===== config.mk =====
export PLATFORM = sky130hd
export DESIGN_NAME = scp_ctrl_port
export DESIGN_NICKNAME = d
export VERILOG_FILES = /design/src/rtl/scp_pkg.sv /design/src/rtl/scp_deser.sv /design/src/rtl/scp_regfile.sv /design/src/rtl/scp_txser.sv /design/src/rtl/scp_ctrl_port.sv
export SDC_FILE = /design/constraint.sdc
export NUM_CORES = 1
export LEC_CHECK = 0
export ABC_AREA = 1
export BUFFER_PORTS_ARGS = -buffer_cell sky130_fd_sc_hd__clkbuf_2
export CAP_MARGIN = 5
export CORE_MARGIN = 4
export CORE_UTILIZATION = 45
export DETAILED_ROUTE_END_ITERATION = 10
export PLACE_DENSITY = 0.71
export SYNTH_ARGS = -nofsm -noshare
export SYNTH_HDL_FRONTEND = slang
export SYNTH_SLANG_ARGS = --single-unit

===== constraint.sdc =====
create_clock -name clk -period 1.15 [get_ports clk]
set_input_delay 0.1725 -clock clk [delete_from_list [all_inputs] [get_ports clk]]
set_output_delay 0.1725 -clock clk [all_outputs]
set_load 0.02 [all_outputs]

===== src/rtl/scp_pkg.sv =====
package scp_pkg;
    localparam int DATA_W = 10;
    localparam int ADDR_W = 5;
    localparam int WORD_W = DATA_W + ADDR_W + 1;
    localparam int CNT_W  = $clog2(WORD_W + 1);
    localparam int DLY_W  = 4;
    localparam int REG_W  = 2 * DLY_W + 1;

    typedef struct packed {
        logic [DATA_W-1:0] data;
        logic [ADDR_W-1:0] addr;
        logic              rd;
    } scp_word_t;

    typedef struct packed {
        logic             hold;
        logic [DLY_W-1:0] dn;
        logic [DLY_W-1:0] up;
    } ramp_reg_t;

    function automatic scp_word_t make_answer(input logic [DATA_W-1:0] d,
                                              input logic [ADDR_W-1:0] a);
        scp_word_t w;
        w.data = d;
        w.addr = a;
        w.rd   = 1'b1;
        return w;
    endfunction
endpackage


===== src/rtl/scp_deser.sv =====
module scp_deser
    import scp_pkg::*;
(
    input  logic      clk,
    input  logic      rst,
    input  logic      ser_clk,
    input  logic      ser_fs,
    input  logic      ser_rx,
    output logic      bit_edge,
    output logic      frame_start,
    output logic      word_vld,
    output scp_word_t word
);
    logic [2:0]        clk_s;
    logic [1:0]        fs_s;
    logic [1:0]        rx_s;
    logic [CNT_W-1:0]  cnt;
    logic [WORD_W-1:0] shreg;
    logic [CNT_W-1:0]  cnt_n;

    always_ff @(posedge clk) begin
        if (rst) begin
            clk_s <= '0;
            fs_s  <= '0;
            rx_s  <= '0;
        end else begin
            clk_s <= {clk_s[1:0], ser_clk};
            fs_s  <= {fs_s[0], ser_fs};
            rx_s  <= {rx_s[0], ser_rx};
        end
    end

    assign bit_edge    = clk_s[1] & ~clk_s[2];
    assign frame_start = bit_edge & fs_s[1];

    always_comb begin
        if (fs_s[1]) cnt_n = CNT_W'(1);
        else         cnt_n = cnt + CNT_W'(1);
    end

    always_ff @(posedge clk) begin
        if (rst) begin
            cnt      <= '0;
            shreg    <= '0;
            word_vld <= 1'b0;
        end else begin
            word_vld <= 1'b0;
            if (bit_edge && (fs_s[1] || cnt != '0)) begin
                shreg <= {shreg[WORD_W-2:0], rx_s[1]};
                if (cnt_n == CNT_W'(WORD_W)) begin
                    word_vld <= 1'b1;
                    cnt      <= '0;
                end else begin
                    cnt <= cnt_n;
                end
            end
        end
    end

    assign word = scp_word_t'(shreg);

    assert_vld_follows_edge_R1: assert property (@(posedge clk) disable iff (rst)
        word_vld |-> $past(bit_edge));
    assert_cnt_bound_R1: assert property (@(posedge clk) disable iff (rst)
        cnt < CNT_W'(WORD_W));
    assert_idle_bits_ignored_R10: assert property (@(posedge clk) disable iff (rst)
        (bit_edge && !fs_s[1] && cnt == '0) |=> $stable(shreg));
endmodule


===== src/rtl/scp_regfile.sv =====
module scp_regfile
    import scp_pkg::*;
#(
    parameter logic [ADDR_W-1:0] RAMP_ADDR = ADDR_W'(1)
) (
    input  logic             clk,
    input  logic             rst,
    input  logic             word_vld,
    input  scp_word_t        word,
    output logic [DLY_W-1:0] ramp_up,
    output logic [DLY_W-1:0] ramp_dn,
    output logic             hold,
    output logic             rsp_vld,
    output scp_word_t        rsp_word
);
    ramp_reg_t          ramp_q;
    logic               hit;
    logic [DATA_W-1:0]  rd_data;

    assign hit     = (word.addr == RAMP_ADDR);
    assign rd_data = hit ? DATA_W'(ramp_q) : '0;

    always_ff @(posedge clk) begin
        if (rst) begin
            ramp_q <= '0;
        end else if (word_vld && !word.rd && hit) begin
            ramp_q <= ramp_reg_t'(word.data[REG_W-1:0]);
        end
    end

    always_ff @(posedge clk) begin
        if (rst) begin
            rsp_vld  <= 1'b0;
            rsp_word <= '0;
        end else begin
            rsp_vld <= word_vld && word.rd;
            if (word_vld && word.rd) rsp_word <= make_answer(rd_data, word.addr);
        end
    end

    assign ramp_up = ramp_q.up;
    assign ramp_dn = ramp_q.dn;
    assign hold    = ramp_q.hold;

    assert_reserved_zero_R4: assert property (@(posedge clk) disable iff (rst)
        rsp_vld |-> rsp_word.data[DATA_W-1] == 1'b0);
    assert_read_keeps_R7: assert property (@(posedge clk) disable iff (rst)
        (word_vld && word.rd) |=> $stable(ramp_q));
    assert_unmapped_write_R6: assert property (@(posedge clk) disable iff (rst)
        (word_vld && !hit) |=> $stable(ramp_q));
    assert_unmapped_zero_R6: assert property (@(posedge clk) disable iff (rst)
        (rsp_vld && rsp_word.addr != RAMP_ADDR) |-> rsp_word.data == '0);
endmodule


===== src/rtl/scp_txser.sv =====
module scp_txser
    import scp_pkg::*;
(
    input  logic      clk,
    input  logic      rst,
    input  logic      bit_edge,
    input  logic      frame_start,
    input  logic      rsp_vld,
    input  scp_word_t rsp_word,
    output logic      tx
);
    logic              pend;
    logic [WORD_W-1:0] pend_word;
    logic [WORD_W-1:0] shreg;

    always_ff @(posedge clk) begin
        if (rst) begin
            pend      <= 1'b0;
            pend_word <= '0;
            shreg     <= '0;
        end else begin
            if (bit_edge) begin
                if (frame_start) begin
                    shreg <= pend ? pend_word : '0;
                    pend  <= 1'b0;
                end else begin
                    shreg <= {shreg[WORD_W-2:0], 1'b0};
                end
            end
            if (rsp_vld) begin
                pend      <= 1'b1;
                pend_word <= rsp_word;
            end
        end
    end

    assign tx = shreg[WORD_W-1];

    assert_silent_frame_R9: assert property (@(posedge clk) disable iff (rst)
        (frame_start && !pend && !rsp_vld) |=> tx == 1'b0);
    assert_answer_msb_R3: assert property (@(posedge clk) disable iff (rst)
        (frame_start && pend) |=> tx == $past(pend_word[WORD_W-1]));
endmodule


===== src/rtl/scp_ctrl_port.sv =====
module scp_ctrl_port
    import scp_pkg::*;
#(
    parameter logic [ADDR_W-1:0] RAMP_ADDR = ADDR_W'(1)
) (
    input  logic             clk,
    input  logic             rst,
    input  logic             ser_clk,
    input  logic             ser_fs,
    input  logic             ser_rx,
    output logic             ser_tx,
    output logic [DLY_W-1:0] ramp_up_dly,
    output logic [DLY_W-1:0] ramp_dn_dly,
    output logic             buf_ptr_hold
);
    logic      bit_edge;
    logic      frame_start;
    logic      word_vld;
    scp_word_t word;
    logic      rsp_vld;
    scp_word_t rsp_word;

    scp_deser u_deser (
        .clk         (clk),
        .rst         (rst),
        .ser_clk     (ser_clk),
        .ser_fs      (ser_fs),
        .ser_rx      (ser_rx),
        .bit_edge    (bit_edge),
        .frame_start (frame_start),
        .word_vld    (word_vld),
        .word        (word)
    );

    scp_regfile #(.RAMP_ADDR(RAMP_ADDR)) u_regs (
        .clk      (clk),
        .rst      (rst),
        .word_vld (word_vld),
        .word     (word),
        .ramp_up  (ramp_up_dly),
        .ramp_dn  (ramp_dn_dly),
        .hold     (buf_ptr_hold),
        .rsp_vld  (rsp_vld),
        .rsp_word (rsp_word)
    );

    scp_txser u_tx (
        .clk         (clk),
        .rst         (rst),
        .bit_edge    (bit_edge),
        .frame_start (frame_start),
        .rsp_vld     (rsp_vld),
        .rsp_word    (rsp_word),
        .tx          (ser_tx)
    );

    assert_hold_level_R8: assert property (@(posedge clk) disable iff (rst)
        (!word_vld && !$past(word_vld)) |-> $stable(buf_ptr_hold));
endmodule


==> results of run 1 <==
## logic make-up after synthesis
group           share of synthesized area (%)
buf+inv                                  8.84
simple gates                             25.1
compound gates                           15.4
flops                                    49.9
fa+ha+maj                               0.734
## synth_stat cells (all sizes together)
cell type  instances  area (um2)
nor2             109         470
dfxtp             85        1700
o21ai             61         305
a21oi             44         220
nand3             32         173
inv               30         118
nand2             26         118
buf               17         143
nand4             12        75.1
clkbuf            10        37.5
ha                 2        25.0
nor3               2        15.0
and2               1        6.26
clkinv             1        3.75
## where the power goes
part	internal [W]	switching, W	total, W
combinational	0.000160	0.000219	0.000378
clock	0.000786	0.00107	0.00186
sequential	0.00299	0.0000334	0.00303
total	0.00394	0.00132	0.00526
## registers in the layout, summed over array words and instances (netlist names)
register and flops:
u_tx.shreg 16, u_deser.word 15, u_regs.rsp_word 15, u_tx.pend_word 15, u_deser.cnt 5, u_regs.ramp_dn 4
u_regs.ramp_up 4, u_deser.clk_s 3, u_deser.fs_s 2, u_deser.rx_s 2, u_deser.word_vld 1, u_regs.hold 1
u_regs.rsp_vld 1, u_tx.pend 1
## routing by layer
metal,wire length (um),vias to the layer above,global-route usage (%)
li1,-,1526,-
met1,3510,1392,24.9
met2,3820,61,29.8
met3,315,21,5.68
met4,232,0,6.97
met5,0,-,0
## through the flow
step           cells  util, %  hold slack [ns]  power [W]  area (um2)
3_5_place_dp     545     50.3            0.372    0.00337        3670
2_1_floorplan    432        -            0.234    0.00328        3420
6_report         581     57.8            0.211    0.00526        4220
3_3_place_gp     545     50.3            0.378    0.00336        3670
5_1_grt          581     57.8            0.225    0.00549        4220
4_1_cts          572     55.3            0.200    0.00530        4030
## worst max-delay path, stage by stage, from the launching register on
cell	delay, ns
dfxtp_2	0.34
inv_2	0.07
ha_4	0.14
nand3_4	0.13
nand2_8	0.14
inv_8	0.06
nor2_1	0.14
nor2_1	0.08
## worst max-delay path by stage
stage | from | end | slack (ns)
after detailed placement | u_deser.cnt[1]$_SDFFE_PP0P_ | u_deser.word[11]$_SDFFE_PP0P_ | -0.13
after global routing | u_deser.cnt[1]$_SDFFE_PP0P_ | u_deser.word[2]$_SDFFE_PP0P_ | -0.13
after global placement | u_deser.cnt[1]$_SDFFE_PP0P_ | u_deser.cnt[3]$_SDFFE_PP0P_ | -0.07
after floorplan | u_deser.cnt[0]$_SDFFE_PP0P_ | u_deser.word[13]$_SDFFE_PP0P_ | 0.002
final | u_deser.cnt[1]$_SDFFE_PP0P_ | u_deser.word[2]$_SDFFE_PP0P_ | -0.06
after CTS | u_deser.cnt[0]$_SDFFE_PP0P_ | u_deser.cnt[4]$_SDFFE_PP0P_ | -0.04
## repair_timing
item                                   CTS  global route
endpoints found under the hold margin    3             0
pin swaps                                7            17
setup endpoints to repair               33            57
gates resized for setup                 12            41
hold buffers                             3             0
cloned                                   2             2
setup buffers                            7             7
## cell type report
cell class,instances,area [um2],share of cell area (%)
Timing Repair Buffer,57,498,11.8
Clock buffer,9,124,2.94
Tap cell,99,124,2.94
Sequential cell,85,1710,40.6
Multi-Input combinational cell,293,1580,37.4
Inverter,31,131,3.11
Clock inverter,7,50.0,1.19
==> impl_metrics.py, run 1 <==
metrics = {
    "sta": {
        "tns_ns": -0.405,
        "fin_crit_sh_pct": 105,
        "clock_skew_ns": 0.00892,
        "setup_viol": 17,
        "worst_slew_pin_slew_ns": 0.434,
        "fin_crit_ns": 1.21,
        "max_slew_margin_pct": 71.0,
        "worst_slack_ns": -0.0631,
        "slew_violations": 0,
        "fmax_mhz": 824,
        "rsz0062_at_grt": "true",
        "hold_viol": 0,
    },
    "cts": {
        "cts.sinks": 85,
        "h-tree-depth": 3,
        "root_buffer": "clkbuf_8",
        "cts.path.max_buffers": 2,
        "clkLatencyLatePin_ns": 0.35,
        "cts_made_buffers": 9,
        "clk_pin_slew_ns": 0.08,
        "cts_tree": "done",
    },
    "global_route": {
        "grt-ovfl-total": 0,
        "grt_use_total_pct": 19.1,
        "grt_max_degree": 47,
        "grt_antenna_before_repair": 0,
        "grt_first_pass_wirelength_mm": 13.5,
        "grt_pass1_vias": 2811,
    },
    "logic_synthesis": {
        "netlist_area_um2": 3410,
        "yosysSeqAreaShare_pct": 49.9,
        "avgSynthCellArea_um2": 7.90,
        "synthCells": 432,
        "yosysWarnings": 0,
        "synthDistinctLibCells": 26,
        "synthesis.nets": 439,
        "ys_seq_elements": 85,
    },
    "critical_path": {
        "startpoint_type": "register",
        "path_max_fanout": 17,
        "r2r_cells": 7,
        "crit_type": "register to register",
        "reg2reg_from": "u_deser.cnt[1]$_SDFFE_PP0P_",
        "cp.arrival_ns": 1.45,
        "worstPathRequired_ns": 1.39,
        "r2r-end": "u_deser.word[2]$_SDFFE_PP0P_",
        "r2r_slack_ns": -0.06,
        "cp-end-kind": "register",
    },
    "placed_design": {
        "place.gp.congestion": 0.798,
        "port_buffers": 14,
        "pre_cts_ws_ns": -0.129,
        "dp_hpwl_mm": 4.90,
    },
    "finish": {
        "fill_cells": 700,
        "final_cell_mix": "nor2_1 (99), dfxtp_1 (76), o21ai_0 (45), a21oi_1 (41), nand3_1 (29)",
        "layout.nets": 484,
        "area_growth_pct": 23.7,
        "final_common_cell": "nor2_1",
        "diodes": 0,
        "final_layout_size_suffix_gt1_share_pct": 25.9,
    },
    "die": {
        "die_h_um": 95.1,
        "die-area_um2": 9040,
        "core_area_um2": 7290,
        "boundaryPins": 15,
        "initial_core_util_pct": 46.8,
        "row_count": 31,
        "dieWidth_um": 95.1,
    },
    "min_path": {
        "min_path_type": "input port to register",
        "whs_path_depth": 3,
        "min-delay-start": "rst",
        "holdPathEnd": "u_deser.cnt[1]$_SDFFE_PP0P_",
    },
    "run": {
        "drv_cap": 0,
    },
    "routing": {
        "dr.pass1.iters": 4,
        "wl_mm": 7.87,
        "drtIter0Drc": 151,
        "final_antenna_net_count": 0,
        "wl_per_cell_um": 13.6,
        "drc": 0,
        "via_per_inst": 5.16,
        "vias": 3000,
    },
    "power_and_ir_drop": {
        "vdd_drop_max_uv": 931,
        "power.leakage_nw": 1.73,
        "power_density_nw_per_um2": 1250,
    },
    "run_status": {
        "status": "finished, violations left",
        "violations": "setup timing",
    },
}
(Power assumes the default switching activity.)
==> inputs of run 2 (changes only) <==
--- a/config.mk
+++ b/config.mk
@@ -11,7 +11,9 @@
 export CORE_MARGIN = 4
 export CORE_UTILIZATION = 45
 export DETAILED_ROUTE_END_ITERATION = 10
+export GPL_TIMING_DRIVEN = 0
 export PLACE_DENSITY = 0.71
+export RECOVER_POWER = 50
 export SYNTH_ARGS = -nofsm -noshare
 export SYNTH_HDL_FRONTEND = slang
 export SYNTH_SLANG_ARGS = --single-unit
==> run 2 against run 1 <==
Against the previous run: the flow still finishes with violations (setup timing); sequential power is essentially flat; combinational power shrank 6.9%; clock-buffer cell count is the same; via count shrank 0.97%; clock power grew 8%; largest power group unchanged.
==> impl_metrics.py, run 2 (synthesis gave the netlist of run 1 again) <==
metrics = {
    "finish": {
        "final_cell_mix": "nor2_1 (96), dfxtp_1 (74), o21ai_0 (40), nand3_1 (28), a21oi_1 (26)",
        "final-seq-area_um2": 1720,
        "final_layout_size_suffix_gt1_share_pct": 28.3,
        "fill_cells": 682,
        "area_growth_pct": 24.0,
        "final_common_cell": "nor2_1",
        "multiInputGateArea_um2": 1590,
        "diodes": 0,
        "regMostFlops": "u_tx.shreg",
        "layout.nets": 482,
        "fin_area_um2": 4230,
        "largest_reg_flops": 16,
    },
    "global_route": {
        "grt_max_degree": 18,
        "grt_antenna_before_repair": 0,
        "grt_first_pass_wirelength_mm": 12.8,
        "grt_use_total_pct": 18.2,
        "grt-ovfl-total": 0,
        "grt_pass1_vias": 2740,
    },
    "routing": {
        "drtIter0Drc": 124,
        "final_antenna_net_count": 0,
        "vias": 2971,
        "via_per_inst": 5.13,
        "dr.pass1.iters": 5,
        "wl_per_cell_um": 13.7,
        "wl_mm": 7.91,
        "drc": 0,
    },
    "cts": {
        "clkLatencyLatePin_ns": 0.36,
        "cts.sinks": 85,
        "cts.path.max_buffers": 2,
        "cts_made_buffers": 9,
        "h-tree-depth": 3,
        "clk_pin_slew_ns": 0.09,
        "root_buffer": "clkbuf_8",
        "cts_tree": "done",
    },
    "die": {
        "row_count": 31,
        "dieWidth_um": 95.1,
        "die-area_um2": 9040,
        "die_h_um": 95.1,
        "initial_core_util_pct": 46.8,
        "boundaryPins": 15,
        "core_area_um2": 7290,
    },
    "sta": {
        "rsz0062_at_grt": "true",
        "tns_ns": -0.587,
        "fin_crit_sh_pct": 104,
        "slew_violations": 0,
        "worst_slack_ns": -0.0471,
        "clock_skew_ns": 0.0164,
        "setup_viol": 25,
        "fin_crit_ns": 1.20,
        "max_slew_margin_pct": 62.4,
        "hold_viol": 0,
        "fmax_mhz": 835,
        "worst_slew_pin_slew_ns": 0.563,
    },
    "critical_path": {
        "worst-path-buf-inv": 3,
        "cp_common_cell": "nor2_1",
        "crit_slowest_cell": "dfxtp_4",
        "cp_top_family": "flip-flops",
        "slowest_delay_ns": 0.37,
        "crit_type": "register to register",
        "startpoint_type": "register",
        "worstPathRequired_ns": 1.41,
        "path_max_fanout": 9,
        "cp.arrival_ns": 1.46,
        "crit_chain": "inv_2 > ha_4 > nand3_4 > nand2_4 > inv_6 > clkbuf_16 > nor2_1 > nor2_1",
        "cp-end-kind": "register",
    },
    "placed_design": {
        "place.gp.congestion": 0.806,
        "post_dp_cell_area_um2": 3610,
        "pre_cts_ws_ns": -0.120,
        "port_buffers": 14,
        "dp_hpwl_mm": 5.11,
    },
    "power_and_ir_drop": {
        "p_int_w": 0.00396,
        "combPwrFrac_pct": 6.5,
        "power_density_nw_per_um2": 1280,
        "switchingPower_w": 0.00143,
        "pwr-share-clk_pct": 37.4,
        "vdd_drop_max_uv": 903,
        "p_sw_share_pct": 26.5,
        "seqPwrFrac_pct": 56.1,
        "power.leakage_nw": 1.69,
    },
    "run_status": {
        "status": "finished, violations left",
        "violations": "setup timing",
    },
    "run": {
        "drv_cap": 0,
    },
    "min_path": {
        "min_path_type": "input port to register",
    },
}
## run 2: cell type report
| cell class | count | share of cell area, % |
|---|---|---|
| clock buffers | 9 | 2.93 |
| repair buffers | 32 | 6.10 |
| multi-input cells | 291 | 37.6 |
| inverters | 31 | 3.11 |
| clock inverters | 7 | 1.60 |
| plain buffers | 25 | 4.97 |
| flip-flops and latches | 85 | 40.8 |
| well taps | 99 | 2.93 |
## run 2: what timing repair did
item                                    CTS  global route
gates resized for setup                  37            55
hold buffers                              3             0
endpoints found under the setup margin   60            67
endpoints found under the hold margin     3             0
cloned                                    2             3
buffers inserted                          9             3
pin swaps                                 9            14
## run 2: metrics by stage
step / hold WS, ns / utilization, % / power (W) / cells
after floorplan: 0.234 / - / 0.00328 / 432
after global placement: 0.367 / 49.5 / 0.00335 / 545
after detailed placement: 0.372 / 49.5 / 0.00336 / 545
after CTS: 0.0346 / 54.9 / 0.00539 / 574
after global routing: 0.0411 / 58.0 / 0.00559 / 579
final: 0.0507 / 58.0 / 0.00539 / 579
## run 2: path summary, 6_finish.rpt
path                                                   from                       endpoint  slack (ns)  cells after the start
worst max-delay path            u_deser.cnt[1]$_SDFFE_PP0P_  u_deser.word[11]$_SDFFE_PP0P_       -0.05                      8
worst min-delay path                                    rst    u_deser.cnt[1]$_SDFFE_PP0P_        0.05                      2
worst max register to register  u_deser.cnt[1]$_SDFFE_PP0P_  u_deser.word[11]$_SDFFE_PP0P_       -0.05                      8
worst min register to register  u_deser.clk_s[0]$_SDFF_PP0_    u_deser.clk_s[1]$_SDFF_PP0_        0.39                      2
## run 2: power groups by stage
stage	Combinational [W]	Sequential [W]	Clock, W
6_report	0.000352	0.00303	0.00201
5_1_grt	0.000388	0.00303	0.00217
4_1_cts	0.000313	0.00302	0.00205
3_5_place_dp	0.000265	0.00309	0
3_3_place_gp	0.000261	0.00309	0
2_1_floorplan	0.000199	0.00308	0
## run 2: layer usage
metal | track usage (%) | part of all wire, % | wire length [um] | vias to the layer above
li1 | - | - | - | 1516
met1 | 23.8 | 47 | 3700 | 1391
met2 | 28.8 | 48 | 3810 | 56
met3 | 4.58 | 3.3 | 261 | 8
met4 | 6.97 | 1.7 | 132 | 0
met5 | 0 | 0 | 0 | -
==> inputs of run 3 (changes only) <==
--- a/config.mk
+++ b/config.mk
@@ -12,7 +12,7 @@
 export CORE_UTILIZATION = 45
 export DETAILED_ROUTE_END_ITERATION = 10
 export GPL_TIMING_DRIVEN = 0
-export PLACE_DENSITY = 0.71
+export PLACE_DENSITY = 0.68
 export RECOVER_POWER = 50
 export SYNTH_ARGS = -nofsm -noshare
 export SYNTH_HDL_FRONTEND = slang
==> constraint.sdc (replaced) <==
create_clock -name clk -period 1.4 [get_ports clk]
set_input_delay 0.21 -clock clk [delete_from_list [all_inputs] [get_ports clk]]
set_output_delay 0.21 -clock clk [all_outputs]
set_load 0.02 [all_outputs]
==> run 3 against run 2 <==
Against the previous run: the flow now finishes without violations; critical path depth fell by 1; die area did not move; global-route usage fell by 0.34 points; sequential power fell by 18%; combinational power fell by 38%; register-to-register slack improved by 0.13 ns; total power fell by 14%; final cell count fell by 3.1%; highest routed layer unchanged.
==> impl_metrics.py, run 3 (synthesis gave the netlist of run 1 again) <==
metrics = {
    "cts": {
        "cts_tree": "done",
        "postCtsHoldBufs": 0,
        "h-tree-depth": 3,
        "cts.sinks": 85,
        "cts_setup_buffers": 0,
        "cts_made_buffers": 9,
        "root_buffer": "clkbuf_8",
        "clkLatencyLatePin_ns": 0.36,
        "cts.path.max_buffers": 2,
        "clk_pin_slew_ns": 0.09,
    },
    "critical_path": {
        "r2r_cells": 7,
        "reg2reg_from": "u_deser.cnt[0]$_SDFFE_PP0P_",
        "crit_chain": "inv_1 > ha_1 > nand3_4 > nand2_4 > buf_6 > o21ai_0 > nor2_1",
        "cp.arrival_ns": 1.57,
        "r2r-end": "u_deser.word[9]$_SDFFE_PP0P_",
        "slowest_delay_ns": 0.36,
        "crit_slowest_cell": "dfxtp_2",
        "path_max_fanout": 10,
        "worst-path-buf-inv": 2,
        "worstPathRequired_ns": 1.65,
        "cp-endpoint": "u_deser.word[9]$_SDFFE_PP0P_",
        "cp-startpoint": "u_deser.cnt[0]$_SDFFE_PP0P_",
        "crit_type": "register to register",
        "r2r_slack_ns": 0.08,
        "cp_top_family": "flip-flops",
        "startpoint_type": "register",
        "path_depth": 7,
        "cp-end-kind": "register",
    },
    "global_route": {
        "grt_antenna_before_repair": 0,
        "grt_max_degree": 17,
        "grt-ovfl-total": 0,
        "grt_first_pass_wirelength_mm": 12.4,
        "grt_use_total_pct": 17.8,
        "grt_pass1_vias": 2657,
    },
    "routing": {
        "wl_per_cell_um": 13.2,
        "via_per_inst": 5.06,
        "drtIter0Drc": 143,
        "dr.pass1.iters": 5,
        "vias": 2840,
        "wl_mm": 7.40,
        "drc": 0,
        "final_antenna_net_count": 0,
    },
    "run": {
        "drv_cap": 0,
    },
    "finish": {
        "diodes": 0,
        "largest_reg_flops": 16,
        "layout.nets": 464,
        "area_growth_pct": 11.7,
        "final_cell_mix": "nor2_1 (102), dfxtp_1 (83), o21ai_0 (52), a21oi_1 (44), nand3_1 (31)",
        "final_layout_size_suffix_gt1_share_pct": 11.9,
        "final_common_cell": "nor2_1",
        "regMostFlops": "u_tx.shreg",
        "final_util_pct": 52.2,
    },
    "die": {
        "die-area_um2": 9040,
        "die_h_um": 95.1,
        "boundaryPins": 15,
        "row_count": 31,
        "core_area_um2": 7290,
        "initial_core_util_pct": 46.8,
        "dieWidth_um": 95.1,
    },
    "placed_design": {
        "port_buffers": 14,
        "place.gp.congestion": 0.840,
        "dp_hpwl_mm": 5.22,
    },
    "sta": {
        "fmax_mhz": 759,
        "fin_crit_ns": 1.32,
        "worst_slew_pin_slew_ns": 0.468,
        "setup_viol": 0,
        "tns_ns": 0,
        "fin_crit_sh_pct": 94.1,
        "rsz0062_at_grt": "false",
        "hold_viol": 0,
        "clock_skew_ns": 0.0112,
        "slew_violations": 0,
        "hold_slack_ns": 0.0287,
        "max_slew_margin_pct": 68.8,
    },
    "power_and_ir_drop": {
        "power_density_nw_per_um2": 1220,
        "vdd_drop_max_uv": 576,
        "power.leakage_nw": 1.52,
    },
    "min_path": {
        "min_path_type": "input port to register",
    },
    "run_status": {
        "status": "finished clean",
    },
}
## run 3: cell count changes in the layout (fill, tap and decap cells not counted), moves of 7 or more
cell      delta
a21oi_1     +18
o21ai_2      -8
o21ai_0     +12
clkbuf_2    -10
a21oi_2     -18
clkbuf_1    +14
nor2_2       -7
dfxtp_1      +9
## run 3: worst reg2reg max path: cells and delay by family (launching register included)
family / cells / cell delay [ns]
AO/OA/AOI/OAI: 1 / 0.16
adder cells (fa/ha/maj): 1 / 0.23
buffers and inverters: 2 / 0.22
flip-flops: 1 / 0.36
AND/OR/NAND/NOR: 3 / 0.25
## run 3: layout make-up
class | instances | area, um2
buffer | 27 | 180
clock inverter | 7 | 103
clock buffer | 9 | 124
inverter | 31 | 121
sequential | 85 | 1700
multi-input combinational | 289 | 1400
timing repair buffer | 14 | 56.3
tap | 99 | 124
fill | 739 | 3480
## run 3: layer usage
layer,global-route usage [%],routed length (um),up-vias
met5,0,0,-
met4,4.69,53,0
met3,5.60,354,5
met2,27.8,3400,62
met1,23.9,3600,1305
li1,-,-,1468
## run 3: how the worst min path moves through the flow
stage,from,to,slack [ns],cells past startpoint
global placement,u_deser.rx_s[0]$_SDFF_PP0_,u_deser.rx_s[1]$_SDFF_PP0_,0.39,2
floorplan,rst,u_deser.cnt[1]$_SDFFE_PP0P_,0.28,1
detailed placement,u_deser.clk_s[0]$_SDFF_PP0_,u_deser.clk_s[1]$_SDFF_PP0_,0.40,2
global route,ser_fs,u_deser.fs_s[0]$_SDFF_PP0_,0.02,3
finish,ser_fs,u_deser.fs_s[0]$_SDFF_PP0_,0.03,3
CTS,ser_fs,u_deser.fs_s[0]$_SDFF_PP0_,0.01,3
## run 3: report_power, final
group	internal, W	switching [W]	total [W]
sequential	0.00246	0.0000252	0.00248
combinational	0.0000752	0.000143	0.000218
clock	0.00103	0.000922	0.00195
## run 3: repair_timing
action	in CTS	in global routing
endpoints found under the hold margin	0	0
endpoints found under the setup margin	0	13
gates resized for setup	0	2
## run 3: stage by stage
stage | instance area [um2] | cells | power, W | setup slack, ns
after global placement | 3600 | 545 | 0.00275 | 0.0581
after detailed placement | 3600 | 545 | 0.00276 | 0.0250
after floorplan | 3410 | 432 | 0.00270 | 0.164
final | 3810 | 561 | 0.00465 | 0.0823
after CTS | 3830 | 561 | 0.00470 | 0.0122
after global routing | 3810 | 561 | 0.00484 | 0.0185
